$ cat src/rtl/eep_pkg.sv
`timescale 1ns/1ps
package eep_pkg;

  typedef enum logic [3:0] {
    S_IDLE,
    S_DEVADR,
    S_ACKDEV,
    S_WADDRH,
    S_ACKAH,
    S_WADDRL,
    S_ACKAL,
    S_WDATA,
    S_ACKDAT,
    S_RDATA,
    S_RACK,
    S_IGNORE
  } busState_t;

  typedef struct packed {
    logic shiftIn;
    logic loadHi;
    logic loadLo;
    logic latchData;
    logic commit;
    logic loadRd;
    logic shiftOut;
  } dpCtl_t;

endpackage

$ cat src/rtl/eep_busmon.sv
`timescale 1ns/1ps
module eep_busmon #(
  parameter int SYNC_STAGES = 2
) (
  input  logic clk,
  input  logic rstN,
  input  logic sclIn,
  input  logic sdaIn,
  output logic sclRise,
  output logic sclFall,
  output logic startDet,
  output logic stopDet,
  output logic sdaS,
  output logic sclHigh
);

  logic [SYNC_STAGES-1:0] sclQ;
  logic [SYNC_STAGES-1:0] sdaQ;
  logic sclD;
  logic sdaD;
  logic sclS;

  always_ff @(posedge clk) begin
    if (!rstN) begin
      sclQ <= '1;
      sdaQ <= '1;
      sclD <= 1'b1;
      sdaD <= 1'b1;
    end else begin
      sclQ <= {sclQ[SYNC_STAGES-2:0], sclIn};
      sdaQ <= {sdaQ[SYNC_STAGES-2:0], sdaIn};
      sclD <= sclS;
      sdaD <= sdaS;
    end
  end

  assign sclS     = sclQ[SYNC_STAGES-1];
  assign sdaS     = sdaQ[SYNC_STAGES-1];
  assign sclHigh  = sclS;
  assign sclRise  = sclS & ~sclD;
  assign sclFall  = ~sclS & sclD;
  assign startDet = sclS & sclD & sdaD & ~sdaS;
  assign stopDet  = sclS & sclD & ~sdaD & sdaS;

endmodule

$ cat src/rtl/eep_dp.sv
`timescale 1ns/1ps
module eep_dp
  import eep_pkg::*;
#(
  parameter int DEPTH     = 512,
  parameter int WR_CYCLES = 1000
) (
  input  logic       clk,
  input  logic       rstN,
  input  dpCtl_t     ctl,
  input  logic       sdaS,
  output logic [7:0] rxByte,
  output logic       txBit,
  output logic       busy
);

  localparam int AW = $clog2(DEPTH);
  localparam int TW = $clog2(WR_CYCLES + 1);

  logic [7:0]    shIn;
  logic [7:0]    shOut;
  logic [7:0]    hiTmp;
  logic [7:0]    wrBuf;
  logic [AW-1:0] addrCnt;
  logic [TW-1:0] tmr;
  logic [7:0]    mem [DEPTH];

  always_ff @(posedge clk) begin
    if (!rstN) begin
      shIn    <= '0;
      shOut   <= '0;
      hiTmp   <= '0;
      wrBuf   <= '0;
      addrCnt <= '0;
      tmr     <= '0;
    end else begin
      if (ctl.shiftIn)   shIn  <= {shIn[6:0], sdaS};
      if (ctl.loadHi)    hiTmp <= shIn;
      if (ctl.latchData) wrBuf <= shIn;
      if (ctl.loadLo)    addrCnt <= AW'({hiTmp, shIn});
      if (ctl.loadRd) begin
        shOut   <= mem[addrCnt];
        addrCnt <= addrCnt + 1'b1;
      end else if (ctl.shiftOut) begin
        shOut <= {shOut[6:0], 1'b0};
      end
      if (ctl.commit) begin
        addrCnt <= addrCnt + 1'b1;
        tmr     <= TW'(WR_CYCLES);
      end else if (tmr != '0) begin
        tmr <= tmr - 1'b1;
      end
    end
  end

  always_ff @(posedge clk) begin
    if (ctl.commit) mem[addrCnt] <= wrBuf;
  end

  assign rxByte = shIn;
  assign txBit  = shOut[7];
  assign busy   = (tmr != '0);

  AST_BUSY_FROM_COMMIT: assert property (@(posedge clk) disable iff (!rstN)
    $rose(busy) |-> $past(ctl.commit));

endmodule

$ cat src/rtl/eep_ctrl.sv
`timescale 1ns/1ps
module eep_ctrl
  import eep_pkg::*;
#(
  parameter logic [6:0] DEV_ADDR = 7'h50
) (
  input  logic       clk,
  input  logic       rstN,
  input  logic       sclRise,
  input  logic       sclFall,
  input  logic       startDet,
  input  logic       stopDet,
  input  logic       sdaS,
  input  logic [7:0] rxByte,
  input  logic       txBit,
  input  logic       busy,
  output dpCtl_t     ctl,
  output logic       sdaOe
);

  busState_t st, stNxt;
  logic [3:0] bitCnt, cntNxt;
  logic       rwBit, rwNxt;
  logic       pending, pendNxt;
  logic       mAck, mAckNxt;
  logic       addrHit;

  assign addrHit = (rxByte[7:1] == DEV_ADDR) && !busy;

  always_comb begin
    stNxt   = st;
    cntNxt  = bitCnt;
    rwNxt   = rwBit;
    pendNxt = pending;
    mAckNxt = mAck;
    ctl     = '0;
    if (stopDet) begin
      // the STOP's own SCL rise is the only clock after the byte boundary
      if (st == S_WDATA && pending && bitCnt <= 4'd1) ctl.commit = 1'b1;
      stNxt   = S_IDLE;
      cntNxt  = '0;
      pendNxt = 1'b0;
    end else if (startDet) begin
      stNxt   = S_DEVADR;
      cntNxt  = '0;
      pendNxt = 1'b0;
    end else begin
      case (st)
        S_DEVADR, S_WADDRH, S_WADDRL, S_WDATA: begin
          if (sclRise) begin
            ctl.shiftIn = 1'b1;
            cntNxt      = bitCnt + 4'd1;
          end else if (sclFall && bitCnt == 4'd8) begin
            cntNxt = '0;
            case (st)
              S_DEVADR: begin
                if (addrHit) begin
                  rwNxt = rxByte[0];
                  stNxt = S_ACKDEV;
                end else begin
                  stNxt = S_IGNORE;
                end
              end
              S_WADDRH: begin
                ctl.loadHi = 1'b1;
                stNxt      = S_ACKAH;
              end
              S_WADDRL: begin
                ctl.loadLo = 1'b1;
                stNxt      = S_ACKAL;
              end
              default: begin
                ctl.latchData = 1'b1;
                stNxt         = S_ACKDAT;
              end
            endcase
          end
        end
        S_ACKDEV, S_ACKAH, S_ACKAL, S_ACKDAT: begin
          if (sclRise) begin
            cntNxt = 4'd1;
          end else if (sclFall && bitCnt == 4'd1) begin
            cntNxt = '0;
            case (st)
              S_ACKDEV: begin
                if (rwBit) begin
                  ctl.loadRd = 1'b1;
                  stNxt      = S_RDATA;
                end else begin
                  stNxt = S_WADDRH;
                end
              end
              S_ACKAH: stNxt = S_WADDRL;
              S_ACKAL: stNxt = S_WDATA;
              default: begin
                stNxt   = S_WDATA;
                pendNxt = 1'b1;
              end
            endcase
          end
        end
        S_RDATA: begin
          if (sclRise) begin
            cntNxt = bitCnt + 4'd1;
          end else if (sclFall) begin
            if (bitCnt == 4'd8) begin
              cntNxt = '0;
              stNxt  = S_RACK;
            end else begin
              ctl.shiftOut = 1'b1;
            end
          end
        end
        S_RACK: begin
          if (sclRise) begin
            mAckNxt = ~sdaS;
            cntNxt  = 4'd1;
          end else if (sclFall && bitCnt == 4'd1) begin
            cntNxt = '0;
            if (mAck) begin
              ctl.loadRd = 1'b1;
              stNxt      = S_RDATA;
            end else begin
              stNxt = S_IGNORE;
            end
          end
        end
        default: ;
      endcase
    end
  end

  always_ff @(posedge clk) begin
    if (!rstN) begin
      st      <= S_IDLE;
      bitCnt  <= '0;
      rwBit   <= 1'b0;
      pending <= 1'b0;
      mAck    <= 1'b0;
    end else begin
      st      <= stNxt;
      bitCnt  <= cntNxt;
      rwBit   <= rwNxt;
      pending <= pendNxt;
      mAck    <= mAckNxt;
    end
  end

  always_comb begin
    case (st)
      S_ACKDEV, S_ACKAH, S_ACKAL, S_ACKDAT: sdaOe = 1'b1;
      S_RDATA:                              sdaOe = ~txBit;
      default:                              sdaOe = 1'b0;
    endcase
  end

  AST_NO_ACK_WHILE_BUSY: assert property (@(posedge clk) disable iff (!rstN)
    st == S_ACKDEV |-> !busy);

  AST_EARLY_STOP_NO_WRITE: assert property (@(posedge clk) disable iff (!rstN)
    stopDet && (st == S_WADDRH || st == S_WADDRL ||
                (st == S_WDATA && (!pending || bitCnt > 4'd1))) |=> !busy);

endmodule

$ cat src/rtl/eep_slave.sv
`timescale 1ns/1ps
module eep_slave
  import eep_pkg::*;
#(
  parameter logic [6:0] DEV_ADDR  = 7'h50,
  parameter int         DEPTH     = 512,
  parameter int         WR_CYCLES = 1000
) (
  input  logic clk,
  input  logic rstN,
  input  logic sclIn,
  input  logic sdaIn,
  output logic sdaOe
);

  logic       sclRise;
  logic       sclFall;
  logic       startDet;
  logic       stopDet;
  logic       sdaS;
  logic       sclHigh;
  logic [7:0] rxByte;
  logic       txBit;
  logic       busy;
  dpCtl_t     ctl;

  eep_busmon #(.SYNC_STAGES(2)) u_busmon (
    .clk      (clk),
    .rstN     (rstN),
    .sclIn    (sclIn),
    .sdaIn    (sdaIn),
    .sclRise  (sclRise),
    .sclFall  (sclFall),
    .startDet (startDet),
    .stopDet  (stopDet),
    .sdaS     (sdaS),
    .sclHigh  (sclHigh)
  );

  eep_ctrl #(.DEV_ADDR(DEV_ADDR)) u_ctrl (
    .clk      (clk),
    .rstN     (rstN),
    .sclRise  (sclRise),
    .sclFall  (sclFall),
    .startDet (startDet),
    .stopDet  (stopDet),
    .sdaS     (sdaS),
    .rxByte   (rxByte),
    .txBit    (txBit),
    .busy     (busy),
    .ctl      (ctl),
    .sdaOe    (sdaOe)
  );

  eep_dp #(.DEPTH(DEPTH), .WR_CYCLES(WR_CYCLES)) u_dp (
    .clk    (clk),
    .rstN   (rstN),
    .ctl    (ctl),
    .sdaS   (sdaS),
    .rxByte (rxByte),
    .txBit  (txBit),
    .busy   (busy)
  );

  AST_SDA_STILL_SCL_HIGH: assert property (@(posedge clk) disable iff (!rstN)
    sclHigh && $past(sclHigh) |-> $stable(sdaOe));

endmodule

$ cat config.mk
export PLATFORM = sky130hd
export DESIGN_NAME = eep_slave
export DESIGN_NICKNAME = d
export VERILOG_FILES = /design/src/rtl/eep_pkg.sv /design/src/rtl/eep_busmon.sv /design/src/rtl/eep_dp.sv /design/src/rtl/eep_ctrl.sv /design/src/rtl/eep_slave.sv
export SDC_FILE = /design/constraint.sdc
export NUM_CORES = 2
export LEC_CHECK = 0
export BUFFER_PORTS_ARGS = -buffer_cell sky130_fd_sc_hd__buf_2
export CAP_MARGIN = 20
export CORE_ASPECT_RATIO = 1.2
export CORE_MARGIN = 4
export CORE_UTILIZATION = 45
export DETAILED_ROUTE_END_ITERATION = 12
export GPL_TIMING_DRIVEN = 0
export PLACE_DENSITY = 0.6
export SYNTH_ARGS = -nofsm -noshare
export SYNTH_HDL_FRONTEND = slang
export SYNTH_SLANG_ARGS = --single-unit
export TNS_END_PERCENT = 20
$ cat constraint.sdc
create_clock -name clk -period 8.9 [get_ports clk]
set_clock_uncertainty 0.2 [all_clocks]
set_input_delay 1.335 -clock clk [delete_from_list [all_inputs] [get_ports clk]]
set_output_delay 1.335 -clock clk [all_outputs]
set_load 0.02 [all_outputs]
==> results.py <==
metrics = {
    "synth": {
        "synth_enable_flop_cells": 4096,
        "synth_compound_area_frac": 0.0156,
        "main_combinational_cell_family_by_area_after_synthesis": "multiplexers",
        "synth_fp_nets": 7281,
        "synth.yosys.warnings": 0,
        "post_synth_num_cell_types": 75,
        "synth_cells": 7264,
        "netlist_area_sq_um": 162000,
        "synth-simple-area-share": 0.0234,
        "postSynth.topFlopCell": "edfxtp_1",
        "synth.mux.area_fraction": 0.175,
        "async_reset_ff_frac": 0,
        "adder_cell_share_of_the_synthesized_area": 0.00100,
        "yosysSeqAreaShare": 0.768,
        "number_of_register_bits_inferred_by_synthesis": 4166,
        "synth.avg_cell_area_sq_um": 22.3,
        "synthXorXnorAreaFrac": 0.000432,
    },
    "clock_tree": {
        "cts_resized": 0,
        "cts_tree": "yes",
        "clk_latency_ns": 1.06,
        "clock_tree.htree_level_count": 5,
        "cts_max_path_buffers": 4,
        "cts.clk_slew.worst_paths_ns": 0.06,
        "tritoncts.num_buffers": 408,
        "cts_sinks": 4166,
        "root_buffer": "clkbuf_16",
        "cts_hold_buffers": 0,
        "postCtsSetupRepairBufs": 0,
    },
    "place": {
        "portBuffers": 4,
        "place_area_sq_um": 173000,
        "gp_routability_congestion": 1.05,
        "detailed_place_hpwl_um": 502000,
        "placedCellCount": 12216,
    },
    "power_and_ir_drop": {
        "leakagePower_nw": 57.4,
        "worst_ir_drop_vdd_v": 0.000172,
        "power_per_cell_area_nw_per_um2": 210,
    },
    "die": {
        "core-area_sq_um": 359000,
        "number_of_placement_rows": 241,
        "die_height_um": 665,
        "die-area_sq_um": 370000,
        "dieWidth_um": 556,
        "boundaryPins": 5,
        "initial_core_util": 0.452,
    },
    "worst_setup_path": {
        "critPathMostFrequentCell": "buf_2",
        "crit_required_ns": 9.57,
        "crit_slowest_cell": "buf_2",
        "critical_path.max_stage_delay_ns": 1.09,
        "worst-setup-path-type": "reg -> reg",
        "worstSetupEndpoint": "u_dp.shOut[6]$_SDFFE_PN0P_",
        "critPathArrivalTime_ns": 8.49,
        "worst-r2r-setup-slack_ns": 1.08,
        "r2r-end": "u_dp.shOut[6]$_SDFFE_PN0P_",
        "crit_chain": "clkbuf_1 > inv_2 > buf_4 > buf_2 > buf_2 > mux2i_1 > nand2_1 > a32o_1 > a221oi_1 > o21ai_0 > nor3_1 > a21oi_1",
        "setup.worst_path.end_class": "register",
        "worstSetupStartpointType": "register",
        "critPathMaxFanout": 10,
        "reg2regPathDepth": 12,
    },
    "grt": {
        "grt_busiest_layer": "met2",
        "grt_start_max_net_pins": 101,
        "groute.layer.met1.usage": 0.471,
        "grt_pass1_vias": 85635,
        "grt_met2_usage": 0.562,
        "grt_first_pass_wirelength_um": 924000,
        "initial_antenna_violation_count": 104,
        "globalRouteOverflowTotal": 0,
        "grt.met3_usage": 0.150,
        "grt_usage": 0.395,
    },
    "routing": {
        "wl_um": 737000,
        "drc_errors_left": 0,
        "route.detailed.vias_per_inst": 7.20,
        "drt_first_iter_violations": 20048,
        "ant_nets": 0,
        "detailedRoute.firstPassIterationCount": 9,
        "vias": 94340,
        "avgRoutedWirePerCell_um": 56.3,
    },
    "sta": {
        "period_minus_slack_ns": 7.82,
        "slew_at_the_pin_closest_to_its_max_slew_limit_ns": 1.38,
        "finalCritPeriodShare": 0.878,
        "max-slew-margin-rel": 0.0826,
        "finalMaxSlewViolations": 0,
        "timing.fmax_ghz": 0.128,
        "finalSetupViolations": 0,
        "timing_hold_violations_final": 0,
        "fin_hold_ws_ns": 0.223,
        "fin_setup_tns_ns": 0,
        "grt_setup_unrepaired": "false",
    },
    "run": {
        "max_cap_violations": 0,
    },
    "outcome": {
        "status": "finished clean",
    },
    "min_path": {
        "timing.hold.worst.class": "reg -> reg",
    },
    "layout": {
        "final_nets": 7929,
        "stdcell_area_sq_um": 187000,
        "mostFrequentLayoutCells": "4,096 x edfxtp_1, 1,182 x mux4_2, 590 x nor2_1",
        "drive_above_1_share": 0.292,
        "final-instance-count-excl-fill": 13098,
        "mostFrequentLayoutCell": "edfxtp_1",
        "flow.area_growth_from_synthesis_pct": 15.1,
    },
}
==> per-stage QoR <==
stage | power, mW | utilization | worst slack (ns)
2_1_floorplan | 21.8 | - | 0.677
3_3_place_gp | 21.8 | 0.468 | -6.64
3_5_place_dp | 21.8 | 0.481 | 1.69
4_1_cts | 39.1 | 0.518 | 1.60
5_1_grt | 40.0 | 0.519 | 1.52
6_report | 39.2 | 0.520 | 1.08
==> synthesized netlist by cell type (6+ instances only) <==
master	n	area [sq um]
edfxtp_1	4096	123000
mux4_2	1182	26600
nor2_1	596	2240
clkbuf_1	221	830
mux2i_1	167	1670
nand2_1	122	458
buf_2	90	450
dfxtp_1	70	1400
o21ai_0	62	310
a221oi_1	53	464
a21oi_1	52	260
buf_6	47	529
buf_4	46	345
nand3_1	44	220
nor2b_1	40	250
a22oi_1	31	233
nor3_1	27	135
o22ai_1	20	125
a211oi_1	19	143
inv_1	17	63.8
a31oi_1	15	93.8
buf_1	14	52.6
buf_8	14	210
ha_1	13	163
mux2_2	13	146
nand2b_1	10	62.6
and2_1	9	56.3
buf_12	9	180
nor4_1	9	56.3
o211ai_1	9	67.6
o221ai_1	9	78.8
a21boi_0	8	60.1
o21a_1	8	60.1
a221o_1	7	70.1
a22o_1	7	61.3
nand4_1	7	43.8
nor3b_1	6	45.0
==> where the power goes <==
group	internal (mW)	leakage, nW	switching (mW)
clock network	9.93	6.52	7.91
registers	21.2	38.5	0.0176
logic	0.0676	12.4	0.0909
total	31.2	57.4	8.02
==> logic make-up (layout without fill, tap and decap cells) <==
kind of cell	count (synthesis)	after routing
and+or+nand+nor	898	898
adders and majority gates	13	13
AOI/OAI and AO/OA	356	356
DFF	4166	4166
buffers and inverters	461	1457
muxes	1362	1362
other	0	100
xor gates and xnor gates	8	8
==> critical path: cells and delay by family (launching register included) <==
kind / cells / cell delay [ns]
buffers and inverters: 5 / 3.85
flip-flops: 1 / 0.30
AND/OR/NAND/NOR: 2 / 0.59
AO/OA/AOI/OAI: 4 / 2.30
multiplexers: 1 / 0.29
==> routing by layer <==
| layer | wire length [um] | part of all wire |
|---|---|---|
| met5 | 251 | 0.00034 |
| met3 | 108000 | 0.15 |
| met2 | 318000 | 0.43 |
| met4 | 80000 | 0.11 |
| met1 | 231000 | 0.31 |
==> state kept, by name, summed over array words and instances (netlist names), named ones only <==
register / cells
u_ctrl.bitCnt: 4
u_dp.shOut: 8
u_ctrl.st: 4
u_dp.rxByte: 8
u_busmon.sdaQ: 2
u_dp.tmr: 10
u_dp.hiTmp: 1
u_busmon.sclQ: 2
u_dp.wrBuf: 8
u_busmon.sclD: 1
u_ctrl.mAck: 1
u_dp.mem: 4096
u_busmon.sdaD: 1
u_ctrl.rwBit: 1
u_ctrl.pending: 1
u_dp.addrCnt: 9
==> worst min-delay path by stage <==
stage / startpoint / end / slack [ns] / depth (start not counted)
2_1_floorplan: u_busmon.sclQ[0]$_SDFF_PN1_ / u_busmon.sclQ[1]$_SDFF_PN1_ / 0.19 / 1
3_3_place_gp: u_busmon.sclQ[0]$_SDFF_PN1_ / u_busmon.sclQ[1]$_SDFF_PN1_ / 0.20 / 1
3_5_place_dp: u_busmon.sdaQ[0]$_SDFF_PN1_ / u_busmon.sdaQ[1]$_SDFF_PN1_ / 0.19 / 1
4_1_cts: u_busmon.sclQ[0]$_SDFF_PN1_ / u_busmon.sclQ[1]$_SDFF_PN1_ / 0.23 / 1
5_1_grt: u_busmon.sclQ[0]$_SDFF_PN1_ / u_busmon.sclQ[1]$_SDFF_PN1_ / 0.24 / 1
6_report: u_busmon.sclQ[0]$_SDFF_PN1_ / u_busmon.sclQ[1]$_SDFF_PN1_ / 0.22 / 1
==> layout make-up <==
class                      instances  area [sq um]
buffer                           441          2810
multi-input combinational       2637         35100
sequential                      4166        124000
clock buffer                     508         10700
fill                           27770        172000
antenna                          100           250
clock inverter                   250          2780
inverter                          20          75.1
tap                             4738          5930
timing repair buffer             238          4540
Power figures use the tool's default switching activity.
